`src/rtl/cfgx_pkg.sv`:
```
package cfgx_pkg;

    localparam int DW      = 32;
    localparam int LANES   = DW / 8;
    localparam int IDX_W   = 6;

    typedef struct packed {
        logic             en;
        logic [7:0]       bus;
        logic [4:0]       dev;
        logic [2:0]       fn;
        logic [IDX_W-1:0] idx;
    } cfgx_sel_t;

    typedef struct packed {
        logic          rsp_valid;
        logic [DW-1:0] rsp_data;
    } cfgx_rsp_t;

    function automatic logic [DW-1:0] lane_merge(input logic [DW-1:0] old_w,
                                                  input logic [DW-1:0] new_w,
                                                  input logic [LANES-1:0] be);
        logic [DW-1:0] r;
        r = old_w;
        for (int i = 0; i < LANES; i++) begin
            if (be[i]) r[i*8 +: 8] = new_w[i*8 +: 8];
        end
        return r;
    endfunction

endpackage

```
`src/rtl/cfgx_sel_reg.sv`:
```
module cfgx_sel_reg
    import cfgx_pkg::*;
(
    input  logic              clk,
    input  logic              rst_n,
    input  logic              wr_en,
    input  logic [LANES-1:0]  be,
    input  logic [DW-1:0]     wdata,
    output logic [DW-1:0]     word,
    output cfgx_sel_t         sel
);

    logic [DW-1:0] word_d, word_q;

    always_comb begin
        word_d = word_q;
        if (wr_en) word_d = lane_merge(word_q, wdata, be);
    end

    always_ff @(posedge clk) begin
        if (!rst_n) word_q <= '0;
        else        word_q <= word_d;
    end

    assign word    = word_q;
    assign sel.en  = word_q[31];
    assign sel.bus = word_q[23:16];
    assign sel.dev = word_q[15:11];
    assign sel.fn  = word_q[10:8];
    assign sel.idx = word_q[7:2];

    // a full-lane selector write is visible on the next cycle
    assert_sel_full_write_R2: assert property (@(posedge clk) disable iff (!rst_n)
        (wr_en && be == '1) |=> (word == $past(wdata)));

endmodule

```
`src/rtl/cfgx_space.sv`:
```
module cfgx_space
    import cfgx_pkg::*;
#(
    parameter int          NREGS   = 64,
    parameter logic [31:0] ID_WORD = 32'h0C3A_1D57
) (
    input  logic              clk,
    input  logic              rst_n,
    input  logic              wr_en,
    input  logic [IDX_W-1:0]  idx,
    input  logic [LANES-1:0]  be,
    input  logic [DW-1:0]     wdata,
    output logic [DW-1:0]     rdata
);

    localparam int IW = (NREGS > 1) ? $clog2(NREGS) : 1;

    logic [DW-1:0] mem_d [NREGS];
    logic [DW-1:0] mem_q [NREGS];
    logic          in_range;

    assign in_range = (int'(idx) < NREGS);

    always_comb begin
        for (int i = 0; i < NREGS; i++) mem_d[i] = mem_q[i];
        if (wr_en && in_range && idx != '0)
            mem_d[idx[IW-1:0]] = lane_merge(mem_q[idx[IW-1:0]], wdata, be);
    end

    always_ff @(posedge clk) begin
        if (!rst_n) begin
            for (int i = 0; i < NREGS; i++) mem_q[i] <= '0;
        end else begin
            for (int i = 0; i < NREGS; i++) mem_q[i] <= mem_d[i];
        end
    end

    always_comb begin
        if (idx == '0)     rdata = ID_WORD;
        else if (in_range) rdata = mem_q[idx[IW-1:0]];
        else               rdata = '0;
    end

    // full-dword writes replace the addressed entry
    assert_full_dword_write_R5: assert property (@(posedge clk) disable iff (!rst_n)
        (wr_en && be == '1 && idx != '0 && in_range)
        |=> (mem_q[$past(idx[IW-1:0])] == $past(wdata)));

endmodule

```
`src/rtl/cfgx_port.sv`:
```
module cfgx_port
    import cfgx_pkg::*;
#(
    parameter int                ADDR_W   = 8,
    parameter logic [ADDR_W-1:0] SEL_OFS  = 8'h28,
    parameter logic [ADDR_W-1:0] DATA_OFS = 8'h2C,
    parameter int                NREGS    = 64,
    parameter logic [31:0]       ID_WORD  = 32'h0C3A_1D57
) (
    input  logic              clk,
    input  logic              rst_n,
    input  logic              req_valid,
    input  logic              req_write,
    input  logic [ADDR_W-1:0] req_addr,
    input  logic [3:0]        req_be,
    input  logic [31:0]       req_wdata,
    output logic              rsp_valid,
    output logic [31:0]       rsp_rdata
);

    localparam int WA = ADDR_W - 2;

    logic          at_sel, at_data, hit;
    logic          sel_wr, space_wr;
    logic [DW-1:0] sel_word, space_rdata;
    cfgx_sel_t     sel;
    cfgx_rsp_t     rsp_d, rsp_q;

    assign at_sel   = (req_addr[ADDR_W-1:2] == SEL_OFS[ADDR_W-1:2]);
    assign at_data  = (req_addr[ADDR_W-1:2] == DATA_OFS[ADDR_W-1:2]);
    assign sel_wr   = req_valid && req_write && at_sel;

    cfgx_sel_reg u_sel (
        .clk   (clk),
        .rst_n (rst_n),
        .wr_en (sel_wr),
        .be    (req_be),
        .wdata (req_wdata),
        .word  (sel_word),
        .sel   (sel)
    );

    assign hit      = sel.en && sel.bus == '0 && sel.dev == '0 && sel.fn == '0;
    assign space_wr = req_valid && req_write && at_data && hit;

    cfgx_space #(.NREGS(NREGS), .ID_WORD(ID_WORD)) u_space (
        .clk   (clk),
        .rst_n (rst_n),
        .wr_en (space_wr),
        .idx   (sel.idx),
        .be    (req_be),
        .wdata (req_wdata),
        .rdata (space_rdata)
    );

    always_comb begin
        rsp_d.rsp_valid = req_valid && !req_write;
        rsp_d.rsp_data  = '0;
        if (req_valid && !req_write) begin
            if (at_sel)       rsp_d.rsp_data = sel_word;
            else if (at_data) rsp_d.rsp_data = hit ? space_rdata : '1;
        end
    end

    always_ff @(posedge clk) begin
        if (!rst_n) rsp_q <= '0;
        else        rsp_q <= rsp_d;
    end

    assign rsp_valid = rsp_q.rsp_valid;
    assign rsp_rdata = rsp_q.rsp_data;

    // every response belongs to a read in the previous cycle
    assert_rsp_from_read_R7: assert property (@(posedge clk) disable iff (!rst_n)
        rsp_valid |-> $past(req_valid && !req_write));

    // a read request always yields a response next cycle
    assert_read_answered_R7: assert property (@(posedge clk) disable iff (!rst_n)
        (req_valid && !req_write) |=> rsp_valid);

    // disabled selector reads as absent
    assert_disabled_ones_R4: assert property (@(posedge clk) disable iff (!rst_n)
        (req_valid && !req_write && at_data && !sel.en) |=> (rsp_rdata == '1));

    // nonzero bus/device/function reads as absent
    assert_absent_ones_R8: assert property (@(posedge clk) disable iff (!rst_n)
        (req_valid && !req_write && at_data && sel.en &&
         (sel.bus != '0 || sel.dev != '0 || sel.fn != '0)) |=> (rsp_rdata == '1));

    // other offsets never leak data
    assert_other_zero_R10: assert property (@(posedge clk) disable iff (!rst_n)
        (req_valid && !req_write && !at_sel && !at_data) |=> (rsp_rdata == '0));

endmodule

```
`config.mk`:
```
export PLATFORM = sky130hd
export DESIGN_NAME = cfgx_port
export DESIGN_NICKNAME = d
export VERILOG_FILES = /design/src/rtl/cfgx_pkg.sv /design/src/rtl/cfgx_sel_reg.sv /design/src/rtl/cfgx_space.sv /design/src/rtl/cfgx_port.sv
export SDC_FILE = /design/constraint.sdc
export NUM_CORES = 2
export LEC_CHECK = 0
export ABC_CLOCK_PERIOD_IN_PS = 3200
export BUFFER_PORTS_ARGS = -buffer_cell sky130_fd_sc_hd__buf_2
export CELL_PAD_IN_SITES_DETAIL_PLACEMENT = 1
export CELL_PAD_IN_SITES_GLOBAL_PLACEMENT = 1
export CORE_MARGIN = 1.5
export CORE_UTILIZATION = 45
export DETAILED_ROUTE_END_ITERATION = 8
export GPL_TIMING_DRIVEN = 0
export PLACE_DENSITY_LB_ADDON = 0.3
export SLEW_MARGIN = 10
export SYNTH_ARGS = -nofsm -noshare
export SYNTH_HDL_FRONTEND = slang
export SYNTH_SLANG_ARGS = --single-unit
```
`constraint.sdc`:
```
create_clock -name clk -period 3.2 [get_ports clk]
set_clock_uncertainty 0.1 [all_clocks]
set_input_delay 0.48 -clock clk [delete_from_list [all_inputs] [get_ports clk]]
set_output_delay 0.48 -clock clk [all_outputs]
set_load 0.005 [all_outputs]
```
; ---- Yosys cells after proc, flatten, opt, wreduce, memory -nomap -nowiden
; Memory sizes are Yosys's and may differ from the RTL's. A register that Yosys moved wholly into a read port is not among the register bits.
; Cells that the tools add are included.
[word_totals]
ff_bits = 65
latch_bits = 0
mem_bits_rw = 2048
romBits = 0
inputBits = 48
output_inout_bits = 33
word_cells = 181
mem_count = 1
[op_classes]
addsub = 0
mul = 0
div = 0
n_lt_le_gt_ge = 2
n_eq_ne = 2
shift = 0
mux = 84
bitwise_logic = 65
reduce_logical = 21
[memory_table]
columns = memory, words, word_bits, read_ports, rd_clocked_by_memory_dff, wr, line
row1 = u_space.mem_q, 64, 32, 65, 1, 64, cfgx_space.sv:19  ; logic [DW-1:0] mem_q [NREGS];
[op_table]
columns = cell, n
row1 = $mux 32, 69
row2 = $bwmux 2048, 1
row3 = $mux 2048, 1
row4 = $demux 32 s6, 1
row5 = $mux 8, 8
row6 = $or 1x1->1, 64
row7 = $eq 6x4->1 const B, 2
row8 = $mux 6, 2
row9 = $logic_and 1x1->1, 10
row10 = $reduce_and 2->1, 5
row11 = $logic_not 8->1, 1
row12 = $ge 7x7->1 const B, 1
row13 = $lt 7x1->1 const B, 1
row14 = $not 6->7, 1
row15 = $logic_not 6->1, 1
row16 = $reduce_bool 6->1, 1
row17 = $logic_not 5->1, 1
row18 = $logic_not 3->1, 1
row19 = $mux 1, 2
row20 = $logic_not 1->1, 1

; ---- Logic depth before layout (Yosys ltp)
[depth]
ltp_word = 10
depth_mapped = 14
ltp_nobuf = 6

; ---- By module
; From an unflattened synthesis, not the netlist that was laid out.
[unflattened]
hier_cells = 10155
area_unflattened_um2 = 92638.8
[by_module_without_submodules]
columns = module, n_inst, cells_each, area_per_inst_um2, seq_area_each_um2
row1 = cfgx_space, 1, 9859, 89671.0, 40999.3
row2 = cfgx_sel_reg, 1, 174, 1599.0, 640.6
row3 = cfgx_port, 1, 122, 1368.8, 660.6

; ---- Worst setup path before layout
; OpenSTA, ideal clock, no wires.
[synth_timing]
kind = register -> register
from = register (tool-made name)
to = memory u_space.mem_q[32][14]
setup_ns = 0.142
arrival_time_ns = 2.919
required_ns = 2.958
slack_ns = 0.039
path_stages_with_launch = 13
n_path_buf = 6
period_less_slack_ns = 3.161
cell_sequence = dfxtp_1 buf_2 buf_6 buf_6 buf_4 buf_2 mux4_2 mux4_2 mux2i_1 nor2_1 a21oi_4 buf_2 a311oi_1
[synth_rtl]
columns = item, line
row1 = "end, declared", cfgx_space.sv:19

==> results.sh <==
export IMPL_status="complete, but fails checks"
export IMPL_violations="setup timing"
export IMPL_cp_required_ns=3.82
export IMPL_htree_levels=4
export IMPL_gp_congestion=1.050
export IMPL_netlist_area_mm2=0.08745
export IMPL_placementRows=161
export IMPL_whs_path_depth=3
export IMPL_synth_edf_count=0
export IMPL_dieHeight_um=443.8
export IMPL_vias=87767
export IMPL_hpwl_mm=315.7
export IMPL_crit_fanout=10
export IMPL_clk_latency_ns=0.92
export IMPL_power_density_mw_per_mm2=522.8
export IMPL_cts_sinks=2119
export IMPL_critPathKind="reg -> reg"
export IMPL_first_pass_iters=8
export IMPL_drc=0
export IMPL_yosysWarnings=0
export IMPL_p_leak_nw=36.33
export IMPL_fin_ws_ns=-0.7393
export IMPL_max_freq_ghz=0.2539
export IMPL_start_util=0.4536
export IMPL_clock_root_buffer="clkbuf_16"
export IMPL_avgViaCountPerCell=7.270
export IMPL_grtUsageTotal=0.4420
export IMPL_final_cell_area_mm2=0.1064
export IMPL_whs_ns=0.2607
export IMPL_multiInputGateArea_mm2=0.04257
export IMPL_cts_made_buffers=219
export IMPL_wire_per_inst_um=37.37
export IMPL_cpMaxStageDelayCell="mux4_2"
export IMPL_synth_cell_type_count=60
export IMPL_dieArea_mm2=0.1970
export IMPL_fin_setup_tns_ns=-1066.88
export IMPL_ys_seq_area_frac=0.4851
export IMPL_drv_slew=0
export IMPL_grt_pass1_wl_mm=631.4
export IMPL_holdPathEnd="rsp_rdata[21]"
export IMPL_avgSynthCellArea_um2=9.949
export IMPL_synth_top_area_frac=0.4851
export IMPL_portBuffers=72
export IMPL_ff2ff_setup_slack_ns=-0.74
export IMPL_synth_seq_cells=2119
export IMPL_rr_worst_depth=11
export IMPL_synth_flop_cell="dfxtp_1"
export IMPL_wl_met1_mm=165.7
export IMPL_crit_path_end_kind="register"
export IMPL_wl_met2_mm=182.7
export IMPL_rsz0062_at_grt="true"
export IMPL_grt_max_degree=17
export IMPL_worst_pin_slew_ns=1.474
export IMPL_async_flop_share=0
export IMPL_place_area_mm2=0.09154
export IMPL_antenna_found_initial=41
export IMPL_dp_cells=11417
export IMPL_fin_nets=9373
export IMPL_final_period_utilization=1.231
export IMPL_hold_path_startpoint="req_addr[2]"
export IMPL_grt_pass1_vias=85641
export IMPL_die_w_um=443.8
export IMPL_synth_top_cell_by_area="dfxtp_1"
export IMPL_wl_met3_mm=65.06
export IMPL_reg2reg_to="u_space.mem_q[22][22]"
export IMPL_area_delta_synth_final_pct=21.69
export IMPL_drt_initial_drc_count=13489
export IMPL_crit_chain="clkbuf_2 > clkbuf_8 > buf_4 > buf_4 > mux4_2 > mux2i_4 > nor2_1 > a21oi_4 > buf_6 > buf_6 > a31oi_1"
export IMPL_path_clk_slew_ns=0.07
export IMPL_top_layer_used="met5"
export IMPL_synth_area_leaders="dfxtp_1, mux4_2, o21ai_0"
export IMPL_cts_tree="built"
export IMPL_routed_wl_mm=451.1
export IMPL_nFillCells=20672
export IMPL_cp_start_kind="register"
export IMPL_critical_path_max_stage_delay_ns=0.52
export IMPL_synth_cells=8789
export IMPL_ir_worst_vdd_v=0.0006099
export IMPL_maxSlewHeadroom=0.01704
export IMPL_finalHoldViolCount=0
export IMPL_ant_nets=0
export IMPL_synth_net_count=8837
export IMPL_io_pin_count=81
export IMPL_cap_violations=0
export IMPL_layout_min_cycle_time_ns=3.939
export IMPL_layout_drive_gt1_share=0.2093
export IMPL_arrival_ns=4.56
export IMPL_setup_viol=2063
export IMPL_clk_path_buf_depth=3
export IMPL_coreArea_mm2=0.1928
export IMPL_min_path_type="in -> reg"
export IMPL_register_area_mm2=0.04243
export IMPL_final_cells=12072
export IMPL_grt_overflow=0
export IMPL_post_route_util=0.5520
==> cells in the mapped netlist (23+ instances only) <==
cell type and number:
clkbuf_1 851, o22ai_1 42, a32o_1 30, buf_4 23
buf_2 179, mux2i_1 179, nand2_1 154, buf_1 33
nor4_1 33, a21oi_1 112, o21ai_0 1714, nand4_1 47
nor2_1 290, a311oi_1 240, o21ai_1 44, dfxtp_1 2119
a31oi_1 721, nand3_1 1132, mux4_2 532, o31ai_1 64
nor3_1 26, and2_1 49
==> cell usage in the layout, fill, tap and decap left out, types with 59 or more instances in the layout <==
master,Yosys,final
dfxtp_1,2119,2115
o21ai_0,1714,1691
nand3_1,1132,1129
a31oi_1,721,691
clkbuf_1,851,583
mux4_2,532,532
nor2_1,290,263
clkbuf_2,0,260
a311oi_1,240,235
clkbuf_16,0,227
buf_4,23,153
nand2_1,154,150
mux2i_1,179,116
a21oi_1,112,112
buf_2,179,98
buf_12,0,96
buf_6,4,79
o31ai_1,64,64
clkbuf_8,0,59
==> critical path: cells and delay by family (launching register included) <==
family | cells | cell delay, ns
mux | 2 | 0.79
simple gates | 1 | 0.12
flops | 1 | 0.39
buf+inv | 6 | 1.99
compound gates | 2 | 0.33
==> layer usage <==
metal | track usage | vias up
li1 | - | 34643
met1 | 0.5655 | 44455
met2 | 0.6126 | 6885
met3 | 0.1676 | 1758
met4 | 0.3054 | 26
met5 | 0 | -
==> logic make-up (layout without fill, tap and decap cells) <==
group,Yosys count,in the layout,synth area share
flops,2119,2119,0.4851
other cells,0,36,0
mux,712,712,0.1576
buf+inv,1101,1822,0.05117
compound gates,3065,3065,0.2059
simple gates,1792,1792,0.1002
==> sequential cells by signal (all words and copies together) (netlist names), named ones only <==
register	flops
rsp_rdata	32
u_sel.word	32
rsp_valid	1
u_space.mem_q	2048
==> report_power, final <==
group          total [W]  internal [W]  switching (W)
clock             0.0273        0.0157         0.0116
combinational    0.00195      0.000326        0.00163
sequential        0.0264        0.0264     0.00000181
==> how the worst max path moves through the flow <==
stage / startpoint / end / slack [ns]
after floorplan: register / u_space.mem_q[32][14] / 0.04
after global placement: register / u_space.mem_q[19][28] / -3.82
after detailed placement: register / u_space.mem_q[39][13] / -2.90
after CTS: register / u_space.mem_q[2][30] / -0.54
after global routing: register / u_space.mem_q[13][14] / -0.64
final: register / u_space.mem_q[22][22] / -0.74
==> timing repair <==
action	4_1_cts	5_1_grt
gates cloned	22	3
buffers inserted	148	17
setup endpoints to repair	2097	2048
gates resized for setup	1197	160
hold buffers	33	0
endpoints found under the hold margin	39	0
pin swaps	73	10
==> cell type report <==
class / instances / area share
multi-input combinational: 5569 / 0.4001
sequential: 2119 / 0.3987
buffer: 1080 / 0.06476
clock buffer: 321 / 0.06089
timing repair buffer: 325 / 0.03479
tap: 2526 / 0.02970
clock inverter: 85 / 0.009806
antenna: 36 / 0.0008466
inverter: 11 / 0.0004350
==> metrics by stage <==
step,total power [W],setup slack (ns)
2_1_floorplan,0.02770,0.03917
3_3_place_gp,0.02856,-3.822
3_5_place_dp,0.02863,-2.903
4_1_cts,0.05520,-0.5360
5_1_grt,0.05643,-0.6356
6_report,0.05564,-0.7393
Note: power is estimated with default switching activity, not from simulation.
